**src/rtl/hps_pkg.sv**
```systemverilog
package hps_pkg;
  localparam int PRIO_W      = 8;
  localparam int RUN_W       = PRIO_W + 1;
  localparam int ID_W        = 10;
  localparam int SPURIOUS_ID = 1023;
  localparam int IDLE_PRIO   = 1 << PRIO_W;

  typedef struct packed {
    logic [RUN_W-1:0] prio;
    logic [ID_W-1:0]  id;
  } cand_t;

  function automatic cand_t no_cand();
    cand_t r;
    r.prio = RUN_W'(IDLE_PRIO);
    r.id   = ID_W'(SPURIOUS_ID);
    return r;
  endfunction

  // Leaf of the selection tree: an idle candidate unless enabled and pending.
  function automatic cand_t make_leaf(logic en, logic pend,
                                      logic [PRIO_W-1:0] pr,
                                      logic [ID_W-1:0] id);
    cand_t r;
    if (en && pend) begin
      r.prio = {1'b0, pr};
      r.id   = id;
    end else begin
      r = no_cand();
    end
    return r;
  endfunction

  // Left operand carries the lower IDs, so it keeps ties.
  function automatic cand_t pick_better(cand_t lo_side, cand_t hi_side);
    return (lo_side.prio <= hi_side.prio) ? lo_side : hi_side;
  endfunction

  function automatic logic within_mask(logic [RUN_W-1:0] p,
                                       logic [PRIO_W-1:0] m);
    return p <= {1'b0, m};
  endfunction

  function automatic logic can_preempt(logic [RUN_W-1:0] p,
                                       logic [RUN_W-1:0] running);
    return p < running;
  endfunction
endpackage

```
**src/rtl/hps_scan.sv**
```systemverilog
module hps_scan
  import hps_pkg::*;
#(
  parameter int NUM_SRC = 64
) (
  input  logic                      clk,
  input  logic                      rst_n,
  input  logic [NUM_SRC-1:0]        en,
  input  logic [NUM_SRC-1:0]        pend,
  input  logic [NUM_SRC*PRIO_W-1:0] prio,
  output cand_t                     win
);
  localparam int LEVELS = (NUM_SRC > 1) ? $clog2(NUM_SRC) : 1;
  localparam int LEAVES = 1 << LEVELS;

  cand_t node [1:2*LEAVES-1];

  genvar k;
  generate
    for (k = 0; k < LEAVES; k++) begin : g_leaf
      if (k < NUM_SRC) begin : g_real
        assign node[LEAVES+k] = make_leaf(en[k], pend[k],
                                          prio[k*PRIO_W +: PRIO_W],
                                          ID_W'(k));
      end else begin : g_pad
        assign node[LEAVES+k] = no_cand();
      end
    end
    for (k = 1; k < LEAVES; k++) begin : g_node
      assign node[k] = pick_better(node[2*k], node[2*k+1]);
    end
  endgenerate

  assign win = node[1];

  // Independent linear view of the same inputs, for the checks below.
  logic beats_win;
  logic win_is_real;
  always_comb begin
    beats_win   = 1'b0;
    win_is_real = 1'b0;
    for (int i = 0; i < NUM_SRC; i++) begin
      if (en[i] && pend[i]) begin
        if ({1'b0, prio[i*PRIO_W +: PRIO_W]} < win.prio)
          beats_win = 1'b1;
        if (({1'b0, prio[i*PRIO_W +: PRIO_W]} == win.prio) &&
            (ID_W'(i) < win.id))
          beats_win = 1'b1;
        if ((ID_W'(i) == win.id) &&
            ({1'b0, prio[i*PRIO_W +: PRIO_W]} == win.prio))
          win_is_real = 1'b1;
      end
    end
  end

  AST_NO_BETTER_SRC: assert property (@(posedge clk) disable iff (!rst_n)
    !beats_win);
  AST_WIN_IS_LIVE: assert property (@(posedge clk) disable iff (!rst_n)
    (win.prio != RUN_W'(IDLE_PRIO)) |-> win_is_real);
  AST_IDLE_IS_SPURIOUS: assert property (@(posedge clk) disable iff (!rst_n)
    (win.prio == RUN_W'(IDLE_PRIO)) |-> (win.id == ID_W'(SPURIOUS_ID)));
endmodule

```
**src/rtl/hps_gate.sv**
```systemverilog
module hps_gate
  import hps_pkg::*;
(
  input  logic              clk,
  input  logic              rst_n,
  input  logic              dist_en,
  input  logic              cpu_en,
  input  cand_t             win,
  input  logic [PRIO_W-1:0] mask,
  input  logic [RUN_W-1:0]  run_prio,
  output logic [ID_W-1:0]   hp_id,
  output logic              req
);
  logic live;
  logic shown;
  logic fire;

  assign live  = dist_en && cpu_en;
  assign shown = live && within_mask(win.prio, mask);
  assign fire  = shown && can_preempt(win.prio, run_prio);

  always_ff @(posedge clk or negedge rst_n) begin
    if (!rst_n) begin
      hp_id <= ID_W'(SPURIOUS_ID);
      req   <= 1'b0;
    end else begin
      hp_id <= shown ? win.id : ID_W'(SPURIOUS_ID);
      req   <= fire;
    end
  end

  AST_REQ_HAS_ID: assert property (@(posedge clk) disable iff (!rst_n)
    req |-> (hp_id != ID_W'(SPURIOUS_ID)));
  AST_OFF_IS_QUIET: assert property (@(posedge clk) disable iff (!rst_n)
    !live |=> (!req && hp_id == ID_W'(SPURIOUS_ID)));
  AST_MASK_HIDES: assert property (@(posedge clk) disable iff (!rst_n)
    (win.prio > {1'b0, mask}) |=> (hp_id == ID_W'(SPURIOUS_ID)));
  AST_NO_PREEMPT_NO_REQ: assert property (@(posedge clk) disable iff (!rst_n)
    (win.prio >= run_prio) |=> !req);
endmodule

```
**src/rtl/hps_select.sv**
```systemverilog
module hps_select
  import hps_pkg::*;
#(
  parameter int NUM_SRC = 64,
  parameter int NUM_CPU = 2
) (
  input  logic                              clk,
  input  logic                              rst_n,
  input  logic                              dist_en,
  input  logic [NUM_CPU-1:0]                cpu_en,
  input  logic [NUM_CPU*NUM_SRC-1:0]        src_en,
  input  logic [NUM_CPU*NUM_SRC-1:0]        src_pend,
  input  logic [NUM_CPU*NUM_SRC*PRIO_W-1:0] src_prio,
  input  logic [NUM_CPU*PRIO_W-1:0]         prio_mask,
  input  logic [NUM_CPU*RUN_W-1:0]          run_prio,
  output logic [NUM_CPU*ID_W-1:0]           hp_id,
  output logic [NUM_CPU-1:0]                irq_req
);
  localparam int SRC_PRIO_BITS = NUM_SRC * PRIO_W;

  genvar c;
  generate
    for (c = 0; c < NUM_CPU; c++) begin : g_cpu
      cand_t win;

      hps_scan #(.NUM_SRC(NUM_SRC)) u_scan (
        .clk  (clk),
        .rst_n(rst_n),
        .en   (src_en[c*NUM_SRC +: NUM_SRC]),
        .pend (src_pend[c*NUM_SRC +: NUM_SRC]),
        .prio (src_prio[c*SRC_PRIO_BITS +: SRC_PRIO_BITS]),
        .win  (win)
      );

      hps_gate u_gate (
        .clk     (clk),
        .rst_n   (rst_n),
        .dist_en (dist_en),
        .cpu_en  (cpu_en[c]),
        .win     (win),
        .mask    (prio_mask[c*PRIO_W +: PRIO_W]),
        .run_prio(run_prio[c*RUN_W +: RUN_W]),
        .hp_id   (hp_id[c*ID_W +: ID_W]),
        .req     (irq_req[c])
      );
    end
  endgenerate
endmodule

```
**config.mk**
```make
export PLATFORM = sky130hd
export DESIGN_NAME = hps_select
export DESIGN_NICKNAME = d
export VERILOG_FILES = /design/src/rtl/hps_pkg.sv /design/src/rtl/hps_scan.sv /design/src/rtl/hps_gate.sv /design/src/rtl/hps_select.sv
export SDC_FILE = /design/constraint.sdc
export NUM_CORES = 2
export LEC_CHECK = 0
export ABC_AREA = 0
export BUFFER_PORTS_ARGS = -buffer_cell sky130_fd_sc_hd__buf_2
export CAP_MARGIN = 40
export CELL_PAD_IN_SITES_DETAIL_PLACEMENT = 1
export CELL_PAD_IN_SITES_GLOBAL_PLACEMENT = 1
export CORE_AREA = 10 10 519 521
export CTS_BUF_LIST = sky130_fd_sc_hd__clkbuf_4 sky130_fd_sc_hd__clkbuf_8
export DETAILED_ROUTE_END_ITERATION = 10
export DIE_AREA = 0 0 529 531
export PLACE_DENSITY = 0.57
export SETUP_SLACK_MARGIN = 0.02
export SLEW_MARGIN = 25
export SYNTH_ARGS = -nofsm -noshare
export SYNTH_HDL_FRONTEND = slang
export SYNTH_SLANG_ARGS = --single-unit
```
**constraint.sdc**
```tcl
create_clock -name clk -period 1.1 [get_ports clk]
set_input_delay 0.11 -clock clk [delete_from_list [all_inputs] [get_ports clk]]
set_output_delay 0.11 -clock clk [all_outputs]
set_load 0.02 [all_outputs]
```
==> out/results.ini <==
[yosys]
yosys_register_bits = 16
synth-edff-count = 0
ys_top_cells_by_area = ha_1, nand2_1, inv_1
async_flop_share_pct = 100.0
synth_cell_types = 84
yosysWarnings = 0
avgSynthCellArea_um2 = 6.461
ys_seq_area_share_pct = 0.8674
synth_ff_type = dfstp_2
synthesis.area_um2 = 48180
yosysTopAreaCellShare_pct = 29.50
post-synth-top-area-cell = ha_1
syn-num-nets = 9912
postSynthCellCount = 7457

[die]
rows = 187
coreArea_um2 = 258800
die-area_um2 = 280900
pin_count = 1341
dieWidth_um = 529
start_util_pct = 18.62
die_h_um = 531

[status]
status = finished with violations
violations = setup timing

[clock_network]
numCtsBuffers = 3
cts_sinks = 16
cts_buffer_depth = 2
cts_tree = yes
clock-root-buffer = clkbuf_8
htree_num_levels = 1
cts.reportedPaths.clkPinSlew_ns = 0.07

[timing]
fmax_ghz = 0.07550
drv_slew = 0
rsz0062_at_grt = true
max_slew_margin_pct = 52.06
worst_slack_ns = -12.15
tns_ns = -190.10
fin_crit_ns = 13.25
hold_slack_ns = 0.1543
finalCritPeriodShare_pct = 1204
finalHoldViolations = 0
setup_viol = 24
worst_slew_pin_slew_ns = 0.7117

[power_and_ir_drop]
vdd_drop_max_mv = 4.380
p_leak_nw = 48.23
power.density_nw_per_um2 = 3314

[drt]
post_drt_wl_per_cell_um = 22.09
drt_first_pass_iters = 8
wirelength_um = 342400
drtAntennaViolNets = 0
viasPerCell = 4.653
routed-via-count = 72120
drc_errors = 0
drt_iter0_markers = 2947

[critical_path]
critPathKind = in2reg
cpMaxStageDelayCell = mux2i_2
start_kind = input port
cp_top_family = buffers and inverters
cp.arrival_ns = 13.43
worst_path_most_repeated_cell = buf_4
crit_required_ns = 1.28
cp_num_buf_inv = 46
critical_path.max_fanout = 6
max_stage_delay_ns = 0.34
end_kind = flip-flop

[placed_design]
port-buffer-count = 1340
dp_hpwl_um = 307800
place.gp.congestion = 1.045

[layout]
final_common_cell = buf_4
syn_to_final_growth_pct = 88.98
final_cell_mix = buf_4, buf_2, nand2_1
fin_util_pct = 35.19
nets = 14450
drive_gt1_share_pct = 48.74

[global_route]
grt_pass1_vias = 78390
grt-ovfl-total = 0
grt_use_total_pct = 22.57
antenna_found_initial = 194
grt_start_max_net_pins = 18
grt_pass1_wl_um = 489300

[job]
drv_cap = 0

[min_path]
worst_hold_path_type = in2reg

## report_power, final
group / switching [mW] / internal [mW] / total [mW] / leakage, nW
sequential: 0.0462 / 0.766 / 0.812 / 0.175
combinational: 147 / 154 / 300 / 48.0
clock: 0.228 / 0.244 / 0.472 / 0.0223
## per-layer routing
layer  up-vias  share of wire, %  GRT usage (%)
met3       471               5.8          4.365
met1     34500                41          26.57
met2      1595                49          40.88
li1      35450                 -              -
met5         -              0.19              0
met4       102               3.8          7.298
## cells in the mapped netlist, types with 9 or more instances
cell and count:
o21a_1 408, o32ai_1 28, nor4_1 13, o311ai_0 14, inv_1 838, a311oi_1 10, ha_1 1136, o21ai_1 9
nand4_1 132, o31a_1 10, a21o_1 96, nor3_1 84, nand2_1 1348, o211ai_1 34, and2_0 14, a211oi_1 58
nor2b_1 150, a31o_2 12, or3_1 13, or2_2 10, and4_1 13, and3_1 195, mux2_2 89, nand3_1 267
a31oi_1 72, maj3_1 10, clkbuf_1 269, nand2b_1 61, dfstp_2 14, o22ai_1 10, mux2i_1 293, xnor2_1 11
o31ai_1 45, and2_1 132, a211o_1 14, o21ai_0 613, nor2_1 419, a21oi_1 377
## registers in the layout (all words and copies together) (netlist names)
name	count
g_cpu.u_gate.hp_id	14
g_cpu.u_gate.req	2
## what timing repair did
action / in CTS / in global routing
setup buffers: 286 / 98
hold buffers: 1 / 0
pin swaps: 261 / 283
endpoints found under the setup margin: 36 / 32
gates cloned: 4 / 2
hold endpoints to repair: 2 / 0
gates resized for setup: 714 / 570
## cell families after synthesis
logic type | after synthesis | synth area share, %
mux | 384 | 8.245
fa+ha+maj | 1146 | 29.71
compound gates | 1896 | 24.66
flops | 16 | 0.8674
xor+xnor | 14 | 0.2545
buf+inv | 1125 | 8.832
simple gates | 2876 | 27.43
## cell type report
| cell class | count | area (µm²) |
|---|---|---|
| inverters | 839 | 3152 |
| diodes | 108 | 270.3 |
| well taps | 3402 | 4257 |
| multi-input cells | 6319 | 49040 |
| flip-flops and latches | 16 | 417.9 |
| fillers | 32600 | 167700 |
| repair buffers | 4814 | 33880 |
| clock buffers | 3 | 41.29 |
## metrics by stage
step	instance area (µm²)	total power, mW	instances	worst slack, ns
2_1_floorplan	49790	129.3	7457	-12.40
6_report	91050	301.7	15500	-12.15
3_5_place_dp	82430	240.4	15000	-13.28
5_1_grt	90870	320.3	15430	-12.91
4_1_cts	87420	283.0	15290	-11.95
3_3_place_gp	82420	236.2	15000	-12.72
## final timing paths
check / cells after the start / to / from
max: 102 / g_cpu[0].u_gate.hp_id[0] / src_en[58]
min: 3 / g_cpu[1].u_gate.req / cpu_en[1]
max in group asynchronous: 2 / g_cpu[1].u_gate.hp_id[1] / rst_n
min in group asynchronous: 2 / g_cpu[0].u_gate.req / rst_n
## tightest hold or removal path: stages
cell	delay [ns]
buf_2	0.12
nand3_4	0.11
nor4_4	0.04
Power figures use the tool's default switching activity.
